## src/rtl/irqUnitPkg.sv

```systemverilog
package irqUnitPkg;

  // register slots: byte address bits above the 16-byte stride
  localparam int SLOT_SHIFT = 4;
  localparam int CTRL_SLOT  = 0;
  localparam int COUNT_SLOT = 4;
  localparam int MATCH_SLOT = 5;

  typedef enum logic [1:0] {
    SEL_NONE,
    SEL_CTRL,
    SEL_COUNT,
    SEL_MATCH
  } regSel_e;

  typedef struct packed {
    logic    wrCtrl;
    logic    wrMatch;
    logic    rdEn;
    regSel_e rdSel;
  } ctrlStrobes_t;

endpackage

```

## src/rtl/irqControl.sv

```systemverilog
module irqControl
  import irqUnitPkg::*;
#(
  parameter int ADDR_W = 8
) (
  input  logic [ADDR_W-1:0] regAddr,
  input  logic              regWrEn,
  input  logic              regRdEn,
  output ctrlStrobes_t      strobes
);

  localparam int SLOT_W = ADDR_W - SLOT_SHIFT;

  logic              aligned;
  logic [SLOT_W-1:0] slot;
  regSel_e           sel;

  always_comb begin
    aligned = (regAddr[SLOT_SHIFT-1:0] == '0);
    slot    = regAddr[ADDR_W-1:SLOT_SHIFT];
    sel     = SEL_NONE;
    if (aligned) begin
      if (slot == SLOT_W'(CTRL_SLOT))       sel = SEL_CTRL;
      else if (slot == SLOT_W'(COUNT_SLOT)) sel = SEL_COUNT;
      else if (slot == SLOT_W'(MATCH_SLOT)) sel = SEL_MATCH;
    end
  end

  always_comb begin
    strobes.wrCtrl  = regWrEn && (sel == SEL_CTRL);
    strobes.wrMatch = regWrEn && (sel == SEL_MATCH);
    strobes.rdEn    = regRdEn;
    strobes.rdSel   = sel;
  end

endmodule

```

## src/rtl/irqDatapath.sv

```systemverilog
module irqDatapath
  import irqUnitPkg::*;
#(
  parameter int DATA_W  = 32,
  parameter int NUM_SRC = 8,
  parameter int CNT_W   = 32
) (
  input  logic               clk,
  input  logic               rstN,
  input  ctrlStrobes_t       strobes,
  input  logic [DATA_W-1:0]  wrData,
  input  logic               frameStrobe,
  input  logic [NUM_SRC-2:0] evtIn,
  output logic [DATA_W-1:0]  rdData,
  output logic               irqOut,
  output logic [NUM_SRC-1:0] enVec,
  output logic [NUM_SRC-1:0] pendVec,
  output logic [CNT_W-1:0]   frameCnt
);

  localparam int PAIR_BASE = DATA_W - 2 * NUM_SRC;

  logic [CNT_W-1:0]   matchVal;
  logic [CNT_W-1:0]   cntNext;
  logic               matchHit;
  logic [NUM_SRC-1:0] srcSet;
  logic [DATA_W-1:0]  ctrlImage;
  logic               unusedLowBits;

  assign cntNext       = frameCnt + CNT_W'(1);
  assign matchHit      = frameStrobe && (cntNext == matchVal);
  assign srcSet        = {matchHit, evtIn};
  assign unusedLowBits = ^wrData[PAIR_BASE-1:0];

  // one enable/pending pair per source; a set event outranks a clear
  generate
    for (genvar k = 0; k < NUM_SRC; k++) begin : gSrc
      always_ff @(posedge clk) begin
        if (!rstN) begin
          enVec[k]   <= 1'b0;
          pendVec[k] <= 1'b0;
        end else begin
          if (strobes.wrCtrl) enVec[k] <= wrData[PAIR_BASE + 2*k + 1];
          if (srcSet[k]) pendVec[k] <= 1'b1;
          else if (strobes.wrCtrl && wrData[PAIR_BASE + 2*k]) pendVec[k] <= 1'b0;
        end
      end
    end
  endgenerate

  always_comb begin
    ctrlImage = '0;
    for (int k = 0; k < NUM_SRC; k++) begin
      ctrlImage[PAIR_BASE + 2*k + 1] = enVec[k];
      ctrlImage[PAIR_BASE + 2*k]     = pendVec[k];
    end
  end

  always_ff @(posedge clk) begin
    if (!rstN) frameCnt <= '0;
    else if (frameStrobe) frameCnt <= cntNext;
  end

  always_ff @(posedge clk) begin
    if (!rstN) matchVal <= '0;
    else if (strobes.wrMatch) matchVal <= wrData[CNT_W-1:0];
  end

  always_ff @(posedge clk) begin
    if (!rstN) begin
      rdData <= '0;
    end else if (strobes.rdEn) begin
      case (strobes.rdSel)
        SEL_CTRL:  rdData <= ctrlImage;
        SEL_COUNT: rdData <= DATA_W'(frameCnt);
        SEL_MATCH: rdData <= DATA_W'(matchVal);
        default:   rdData <= '0;
      endcase
    end
  end

  always_ff @(posedge clk) begin
    if (!rstN) irqOut <= 1'b0;
    else       irqOut <= |(enVec & pendVec);
  end

endmodule

```

## src/rtl/irqFrameUnit.sv

```systemverilog
module irqFrameUnit
  import irqUnitPkg::*;
#(
  parameter int ADDR_W  = 8,
  parameter int DATA_W  = 32,
  parameter int NUM_SRC = 8,
  parameter int CNT_W   = 32
) (
  input  logic               clk,
  input  logic               rstN,
  input  logic               frameStrobe,
  input  logic [NUM_SRC-2:0] evtIn,
  input  logic [ADDR_W-1:0]  regAddr,
  input  logic               regWrEn,
  input  logic [DATA_W-1:0]  regWrData,
  input  logic               regRdEn,
  output logic [DATA_W-1:0]  regRdData,
  output logic               irqOut
);

  ctrlStrobes_t       strobes;
  logic [NUM_SRC-1:0] enVec;
  logic [NUM_SRC-1:0] pendVec;
  logic [CNT_W-1:0]   frameCnt;

  irqControl #(.ADDR_W(ADDR_W)) uControl (
    .regAddr (regAddr),
    .regWrEn (regWrEn),
    .regRdEn (regRdEn),
    .strobes (strobes)
  );

  irqDatapath #(
    .DATA_W  (DATA_W),
    .NUM_SRC (NUM_SRC),
    .CNT_W   (CNT_W)
  ) uDatapath (
    .clk         (clk),
    .rstN        (rstN),
    .strobes     (strobes),
    .wrData      (regWrData),
    .frameStrobe (frameStrobe),
    .evtIn       (evtIn),
    .rdData      (regRdData),
    .irqOut      (irqOut),
    .enVec       (enVec),
    .pendVec     (pendVec),
    .frameCnt    (frameCnt)
  );

endmodule

```

## config.mk

```make
export PLATFORM = sky130hd
export DESIGN_NAME = irqFrameUnit
export DESIGN_NICKNAME = d
export VERILOG_FILES = /design/src/rtl/irqUnitPkg.sv /design/src/rtl/irqControl.sv /design/src/rtl/irqDatapath.sv /design/src/rtl/irqFrameUnit.sv
export SDC_FILE = /design/constraint.sdc
export NUM_CORES = 1
export LEC_CHECK = 0
export BUFFER_PORTS_ARGS = -buffer_cell sky130_fd_sc_hd__clkbuf_2
export CORE_ASPECT_RATIO = 1.1
export CORE_UTILIZATION = 50
export DETAILED_ROUTE_END_ITERATION = 8
export PLACE_DENSITY_LB_ADDON = 0.1
export SLEW_MARGIN = 40
export SYNTH_ARGS = -nofsm -noshare
export SYNTH_HDL_FRONTEND = slang
export SYNTH_SLANG_ARGS = --single-unit
```

## constraint.sdc

```tcl
create_clock -name clk -period 4.3 [get_ports clk]
set_input_delay 0.43 -clock clk [delete_from_list [all_inputs] [get_ports clk]]
set_output_delay 0.43 -clock clk [all_outputs]
set_load 0.01 [all_outputs]
```

==> results by stage, run 1 <==
Outcome:
- The flow ran to the end, and the final reports show no timing, DRC or antenna violations.

Clocking:
- The number of clock sinks seen by CTS is 113.
- At the later pin of the worst-skew pair, clock insertion delay measures 0.42 ns.
- The clock slew seen by the registers of the worst setup and hold paths is 0.05 ns.
- The number of buffers inserted to repair setup after CTS is 0.
- The cell at the root of the clock tree is sky130_fd_sc_hd__clkbuf_16.
- The post-cts resize count is 0.
- The CTS H-tree depth is 4.
- The clock passes through at most 2 buffers.
- The hold buffer count at cts is 0.
- TritonCTS built the clock tree.
- The number of buffers added by the clock tree synthesis step is 17.

Yosys:
- By area the synthesized netlist is led by sky130_fd_sc_hd__dfxtp_1 (38%), sky130_fd_sc_hd__a21oi_1 (8.9%), sky130_fd_sc_hd__nor2_1 (7.4%), sky130_fd_sc_hd__nand2_1 (6.9%), sky130_fd_sc_hd__mux2i_1 (5.7%).
- In the synthesized netlist, the cells that appear most often are sky130_fd_sc_hd__nor2_1 (119), sky130_fd_sc_hd__dfxtp_1 (113), sky130_fd_sc_hd__nand2_1 (111).
- The number of nets in the synthesized netlist is 810.
- The count of cell types in the netlist is 59.
- The share of synthesized area in the top cell type comes to 0.3758.
- The post-synthesis sequential element count is 113.
- The count of mapped cells out of synthesis is approximately 760.
- The most used flip-flop cell after synthesis is sky130_fd_sc_hd__dfxtp_1.
- In this run the cell area of the synthesized design comes to 6020 um2.
- The cell type with the highest aggregate area in the netlist is sky130_fd_sc_hd__dfxtp_1.
- The share of flip-flops with an asynchronous set or reset is 0.
- Counting flops with a built-in enable in the synthesized netlist gives 0.
- The most common cell in the synthesized netlist is sky130_fd_sc_hd__nor2_1.
- The Yosys step of the flow raised 0 warnings.
- Of the synthesized area, sequential elements account for 0.3758.
- Averaged over all synthesized cells, the footprint is 7.952 um2.

Global routing:
- Entering global routing, the biggest net connects 78 pins.
- The first-pass GRT wire length is 26340 um.
- The aggregate global routing overflow is 0.
- The via count of the first global-routing pass is 5089.
- For this run, the total global-route usage over all layers was measured as 0.2795.
- The number of antenna violations at the first check in global routing came to 0.

Place:
- The area after detailed placement is 6284 um2.
- The HPWL after detailed placement is approximately 12000 um.
- The pre-CTS setup slack is 1.369 ns.
- Buffers placed on the I/O ports in this run total 84.
- The placer congestion estimate is 0.9408.
- The number of placed instances, taps included, is between 900 and 1k.

Drt:
- The average wire per cell in the routed design is 17.32 um.
- Dividing the detail-routed via count by the number of cells gives 5.665.
- The pre-antenna-repair detailed-routing pass consisted of 5 iterations.
- The DRC marker count from the first detailed-route iteration is 293.
- The via count is 5484.
- The count of nets left with antenna violations once routing finished came out at 0.
- The number of design rule violations left after detail routing is 0.
- Summed over all layers, the routed wires come to 16770 um.

Cells and area:
- The finished cells cover 6903 um2.
- The fraction of layout instances using a drive strength above 1 is 0.1663.
- The final instance count without filler cells is 968.
- After filler insertion, the fill cell instance count of the layout stands at 1116.
- In the final design database the tool counted 859 nets.
- From synthesis to final layout, the design area changed by 14.67%.
- 0 antenna diodes ended up in the layout.

Worst setup path:
- The largest fanout of any net on the critical path is 8.
- The kind of end point of the critical path is a flop.
- Across all register-to-register paths, the minimum setup slack is 1.71 ns.
- Counting cells, the worst reg-to-reg path comes to 8.
- The capturing point of the worst reg2reg path is uDatapath.pendVec[7]$_SDFFE_PN0P_.
- The startpoint of the worst register-to-register path is uDatapath.frameCnt[0]$_SDFFE_PN0P_.
- At the worst endpoint, the arrival time is between 2 and 3 ns.
- The endpoint required time on the critical path is 4.67 ns.
- The worst setup path is of the flop to flop kind.
- The startpoint class of the critical path is a flop.

Floorplanning:
- The initial utilization of the core area, before any placement, comes to 0.5192.
- The floorplan step defined a core boundary enclosing 11590 um2.
- The area of the die is 12480 um2.
- During I/O placement, the number of pins put on the boundary was 85.
- The floorplan step set the die width to roughly 110 um.
- The die is 117.1 um tall.
- The number of standard-cell rows in the floorplan is 41.

Timing:
- The worst setup margin is around 1.7 ns.
- After routing, the total negative slack on setup checks comes to 0 ns.
- Setup violations remaining at the end of the flow were counted as 0.
- For the pin with the worst max-slew slack, the measured transition is between 0.8 and 0.9 ns.
- The final period demand of the worst path is 2.586 ns.
- Measured against its own limit, the worst slew margin works out to 0.4469.
- The clock tree skew after final layout is 0.005148 ns.
- The count of pins over their slew limit is 0.
- Setup repair after global routing left no endpoint under its margin.
- The top achievable clock speed is 386.8 MHz.
- Dividing the final minimum period by the clock period gives 0.6013.
- The final number of hold-violating endpoints was 0.

Worst hold path:
- The tightest min-delay check is of the primary input to flop type.
- Along the worst hold path, the cell count comes to 3.
- In this run the most critical hold path is launched from evtIn[5].
- The worst hold path terminates at uDatapath.pendVec[5]$_SDFFE_PN0P_.

Pwr:
- The worst vdd rail ir drop is 338.0 uV.
- The design draws 0.002650 W.
- The leakage component of the power is roughly 2.7 nW.
- In this run the power density over the cells is 383.9 nW/um2.

Run:
- The number of violations of the max-capacitance limit is 0.
==> logic make-up (layout without fill, tap and decap cells) <==
group | after synthesis | in the layout | share of synthesized area
xor gates and xnor gates | 65 | 65 | 0.09458
adders and majority gates | 1 | 1 | 0.002078
AOI/OAI and AO/OA | 143 | 143 | 0.1326
DFF | 113 | 113 | 0.3758
muxes | 35 | 35 | 0.05841
buffers and inverters | 62 | 123 | 0.06651
and+or+nand+nor | 338 | 338 | 0.2700
==> state kept, by name (all words and copies together) (netlist names) <==
| name | cells |
|---|---|
| uDatapath.frameCnt | 32 |
| uDatapath.matchVal | 32 |
| uDatapath.rdData | 32 |
| uDatapath.enVec | 8 |
| uDatapath.pendVec | 8 |
| uDatapath.irqOut | 1 |
==> per-layer routing <==
metal / vias up / part of all wire / GRT usage
met3: 41 / 0.043 / 0.05316
met4: 0 / 0.039 / 0.1616
li1: 2691 / - / -
met2: 170 / 0.50 / 0.4895
met1: 2582 / 0.41 / 0.3208
met5: - / 0 / 0
==> power breakdown <==
group	switching (W)	internal (W)
clock	0.000490	0.000992
combinational	0.0000628	0.0000380
sequential	0.0000111	0.00106
==> worst max path at each step <==
stage	from	endpoint	slack, ns
2_1_floorplan	regAddr[1]	uDatapath.pendVec[1]$_SDFFE_PN0P_	2.08
3_3_place_gp	regAddr[6]	uDatapath.matchVal[19]$_SDFFE_PN0P_	1.44
3_5_place_dp	regAddr[6]	uDatapath.matchVal[17]$_SDFFE_PN0P_	1.37
4_1_cts	uDatapath.frameCnt[0]$_SDFFE_PN0P_	uDatapath.pendVec[7]$_SDFFE_PN0P_	1.75
5_1_grt	uDatapath.frameCnt[0]$_SDFFE_PN0P_	uDatapath.pendVec[7]$_SDFFE_PN0P_	1.56
6_report	uDatapath.frameCnt[0]$_SDFFE_PN0P_	uDatapath.pendVec[7]$_SDFFE_PN0P_	1.71
==> placed cells by master (no fill, tap or decap), types with 17 or more instances in the layout <==
cell type	count
sky130_fd_sc_hd__nand4_1	21
sky130_fd_sc_hd__mux2i_1	34
sky130_fd_sc_hd__clkbuf_16	17
sky130_fd_sc_hd__nand2_1	111
sky130_fd_sc_hd__nor2_1	119
sky130_fd_sc_hd__nand3_1	21
sky130_fd_sc_hd__dfxtp_1	113
sky130_fd_sc_hd__clkbuf_2	84
sky130_fd_sc_hd__a21oi_1	107
sky130_fd_sc_hd__xor2_1	38
sky130_fd_sc_hd__xnor2_1	27
==> through the flow <==
step | hold slack (ns) | utilization
6_report | 0.2157 | 0.5954
4_1_cts | 0.2062 | 0.5954
5_1_grt | 0.2451 | 0.5954
3_5_place_dp | 0.4692 | 0.5420
3_3_place_gp | 0.4654 | 0.5414
2_1_floorplan | 0.4419 | -
==> critical path, cell delays in order (launching register included) <==
cell,delay (ns)
sky130_fd_sc_hd__dfxtp_1,0.50
sky130_fd_sc_hd__ha_1,0.28
sky130_fd_sc_hd__nand3_1,0.28
sky130_fd_sc_hd__nor4_1,0.53
sky130_fd_sc_hd__xnor2_1,0.18
sky130_fd_sc_hd__o2111ai_1,0.14
sky130_fd_sc_hd__nor4_1,0.38
sky130_fd_sc_hd__nand4_1,0.15
sky130_fd_sc_hd__nand2_1,0.09
==> cell type report <==
cell class	instances	area, um2	area share
Multi-Input combinational cell	582	3363	0.4872
Sequential cell	113	2262	0.3277
Clock buffer	21	460.4	0.06670
Timing Repair Buffer	89	457.9	0.06634
Tap cell	150	187.7	0.02719
Clock inverter	10	158.9	0.02302
Inverter	3	12.51	0.001813
No activity file was read; power rests on OpenSTA's default activity.
==> inputs of run 2 (changes only) <==
clock period = 2.2 ns   (was 4.3 ns; I/O delays follow)
==> results by stage, run 2 (synthesis results as in run 1) <==
Outcome:
- The run finished with clean final reports.

Global routing:
- The met2 demand-to-capacity share in global routing is 0.5389 (+0.04946).
- The aggregate global routing overflow is 0 (unchanged).
- The pin count of the biggest net entering global routing is 36 (-54%).
- The met1 routing resource usage after global routing is 0.3123 (-0.008460).
- The total global routing track utilization came to 0.2910 (+0.01147).
- The met3 global-route usage is 0.05482 (+0.001661).
- The number of antenna violations at the first check in global routing is 0 (unchanged).
- The first-pass GRT wire length is 27580 um (+4.7%).
- The via count of the first global-routing pass is 5458 (+7.3%).
- The busiest layer in global routing is met2.

Timing:
- The transition at the pin with the smallest max-transition slack is 0.6897 ns (-0.1399 ns).
- The count of pins over their slew limit is 0 (unchanged).
- The worst hold slack is 0.008897 ns (-0.2068 ns).
- The top achievable clock speed is 460.6 MHz (+19%).
- The clock tree skew after final layout is 0.005516 ns (+0.0003686 ns).
- The post-route fraction of the period consumed by the critical path came to 0.9868 (+0.3855).
- The final period demand of the worst path is 2.171 ns (-0.4146 ns).
- Setup repair after global routing could not meet its margin everywhere.
- The remaining max-slew budget at the tightest pin is 0.5402 (+0.09329).
- The final number of hold-violating endpoints is 0 (unchanged).
- The worst setup margin came to 0.02907 ns (-1.685 ns).
- The number of setup violations in the final report was 0 (unchanged).

Run:
- The number of violations of the max-capacitance limit came to 0 (unchanged).

Worst setup path:
- The largest incremental delay on the critical path is 0.60 ns (+0.07 ns).
- The worst setup path is launched from a flop.
- The number of buffer and inverter instances along the worst setup path is 1 (+1).
- The endpoint required time on the critical path is 2.55 ns (-2.12 ns).
- The slowest stage of the critical path belongs to the cell sky130_fd_sc_hd__or4_4.
- The arrival time reported for the critical path endpoint is 2.52 ns (-0.43 ns).
- The critical path is of the flop to flop type.
- The largest fanout of any net on the critical path is 6 (-2).
- Traced cell by cell, the critical path runs through buf_6 -> nand4_4 -> or4_4 -> nor3_4 -> nand2_2 -> or3_1 -> a21oi_2.
- In this design, the largest share of critical-path delay is due to simple AND/OR/NAND/NOR gates.
- The kind of end point of the critical path is a flop.

Place:
- The count of buffers from port buffering is 84 (unchanged).
- The HPWL after detailed placement is 12890 um (+7.5%).
- The pre-CTS setup slack is 0.01248 ns (-1.357 ns).
- The placer congestion estimate is 0.9563 (+1.6%).
- The area after detailed placement is 6653 um2 (+5.9%).

Clocking:
- The clock slew seen by the registers of the worst setup and hold paths is 0.06 ns (about the same).
- The CTS H-tree depth is 4 (unchanged).
- The number of buffers added by the clock tree synthesis step is 17 (unchanged).
- Clock tree synthesis selected as its root buffer the cell sky130_fd_sc_hd__clkbuf_16.
- The number of clock sinks seen by CTS was 113 (unchanged).
- The maximum clock path buffer count is 2 (unchanged).
- TritonCTS built the clock tree.
- The worst-skew pair later-pin latency is 0.42 ns (about the same).

Drt:
- The number of nets with antenna violations after routing was 0 (unchanged).
- The DRC marker count from the first detailed-route iteration was 343 (+17%).
- The via count was 5700 (+3.9%).
- The number of design rule violations left after detail routing is 0 (unchanged).
- The average wire per cell in the routed design is 17.35 um (+0.13%).
- The total wire length after detailed routing is 17690 um (+5.5%).
- The post-detailed-route via-to-cell ratio was 5.588 (-1.4%).
- The number of optimization iterations in the first detailed-route pass is 5 (unchanged).

Cells and area:
- The fraction of layout instances using a drive strength above 1 is 0.2299 (+0.06363).
- The library cells used most frequently in the layout, excluding fill and tap cells, are sky130_fd_sc_hd__nor2_1 (119), sky130_fd_sc_hd__nand2_1 (111), sky130_fd_sc_hd__dfxtp_1 (108).
- The growth of design area from synthesis to finish is 23.57%.
- The largest registers in the layout are uDatapath.frameCnt x32, uDatapath.matchVal x32, uDatapath.rdData x32.
- The diode insertion count for antenna repair is 0 (unchanged).
- The final-stage net count is 910 (+5.9%).
- The final design utilization is 0.6416 (+0.04619).
- The final instance area is 7438 um2 (+7.8%).
- Leaving out fill and tap cells, the most frequent cell in the layout is sky130_fd_sc_hd__nor2_1.

Floorplanning:
- The horizontal extent of the die is 106.6 um (unchanged).
- The placeable core area is 11590 um2 (unchanged).
- The number of standard-cell rows in the floorplan is 41 (unchanged).
- The effective utilization at floorplan is 0.5192 (unchanged).
- The area of the die is 12480 um2 (unchanged).
- The number of top-level design ports is 85 (unchanged).
- The height of the die came to 117.1 um (unchanged).

Pwr:
- The total power draw came to 0.005316 W (+100%).
- The worst vdd rail ir drop was 627.7 uV (+86%).
- The power per cell area is 714.6 nW/um2 (+86%).
- The leakage component of the power is 2.999 nW (+11%).

Worst hold path:
- The tightest min-delay check is of the primary input to flop type.
==> run 2: cell types whose count changed in the layout (fill, tap and decap cells not counted), sizes merged <==
cell,previous run,this run
dlygate4sd3,0,2
buf,5,54
clkinv,5,6
clkbuf,105,104
inv,2,3
==> run 2: worst reg2reg max path, cell delays in order, from the launching register on <==
cell and delay (ns):
sky130_fd_sc_hd__dfxtp_2 0.34, sky130_fd_sc_hd__buf_6 0.12, sky130_fd_sc_hd__nand4_4 0.11, sky130_fd_sc_hd__or4_4 0.60, sky130_fd_sc_hd__nor3_4 0.30, sky130_fd_sc_hd__nand2_2 0.13
sky130_fd_sc_hd__or3_1 0.35, sky130_fd_sc_hd__a21oi_2 0.16
==> run 2: layout make-up <==
class	instances	area (um2)
fill	1057	4155
timing repair buffer	140	890.9
clock inverter	12	180.2
tap	150	187.7
multi-input combinational	582	3432
inverter	3	12.51
sequential	113	2268
clock buffer	20	466.7
==> run 2: layer usage <==
| layer | vias up | wire [um] |
|---|---|---|
| li1 | 2804 | - |
| met1 | 2703 | 7021 |
| met2 | 151 | 9282 |
| met3 | 42 | 735 |
| met4 | 0 | 653 |
| met5 | - | 0 |
==> run 2: per-stage QoR <==
step / cells / setup TNS (ns)
final: 1020 / 0
after global routing: 1020 / -0.01189
after CTS: 1016 / 0
after detailed placement: 982 / 0
after global placement: 982 / 0
after floorplan: 757 / 0
==> run 2: final timing paths <==
kind	from	depth (start not counted)	slack, ns	endpoint
max	uDatapath.frameCnt[1]$_SDFFE_PN0P_	7	0.03	uDatapath.frameCnt[27]$_SDFFE_PN0P_
min	evtIn[6]	3	0.009	uDatapath.pendVec[6]$_SDFFE_PN0P_
max reg2reg	uDatapath.frameCnt[1]$_SDFFE_PN0P_	7	0.03	uDatapath.frameCnt[27]$_SDFFE_PN0P_
min reg2reg	uDatapath.enVec[1]$_SDFFE_PN0P_	2	0.48	uDatapath.enVec[1]$_SDFFE_PN0P_
==> run 2: report_power, final <==
part / total [W] / switching, W / internal (W)
registers: 0.00208 / 0.0000156 / 0.00206
clock network: 0.00300 / 0.00101 / 0.00199
logic: 0.000237 / 0.000137 / 0.000100
==> run 2: what timing repair did <==
item / 4_1_cts / 5_1_grt
resized for setup: 1 / 18
pin swaps: 0 / 6
gates cloned: 0 / 0
endpoints found under the setup margin: 1 / 1
setup buffers: 0 / 4
hold endpoints to repair: 2 / 0
hold buffers: 2 / 0
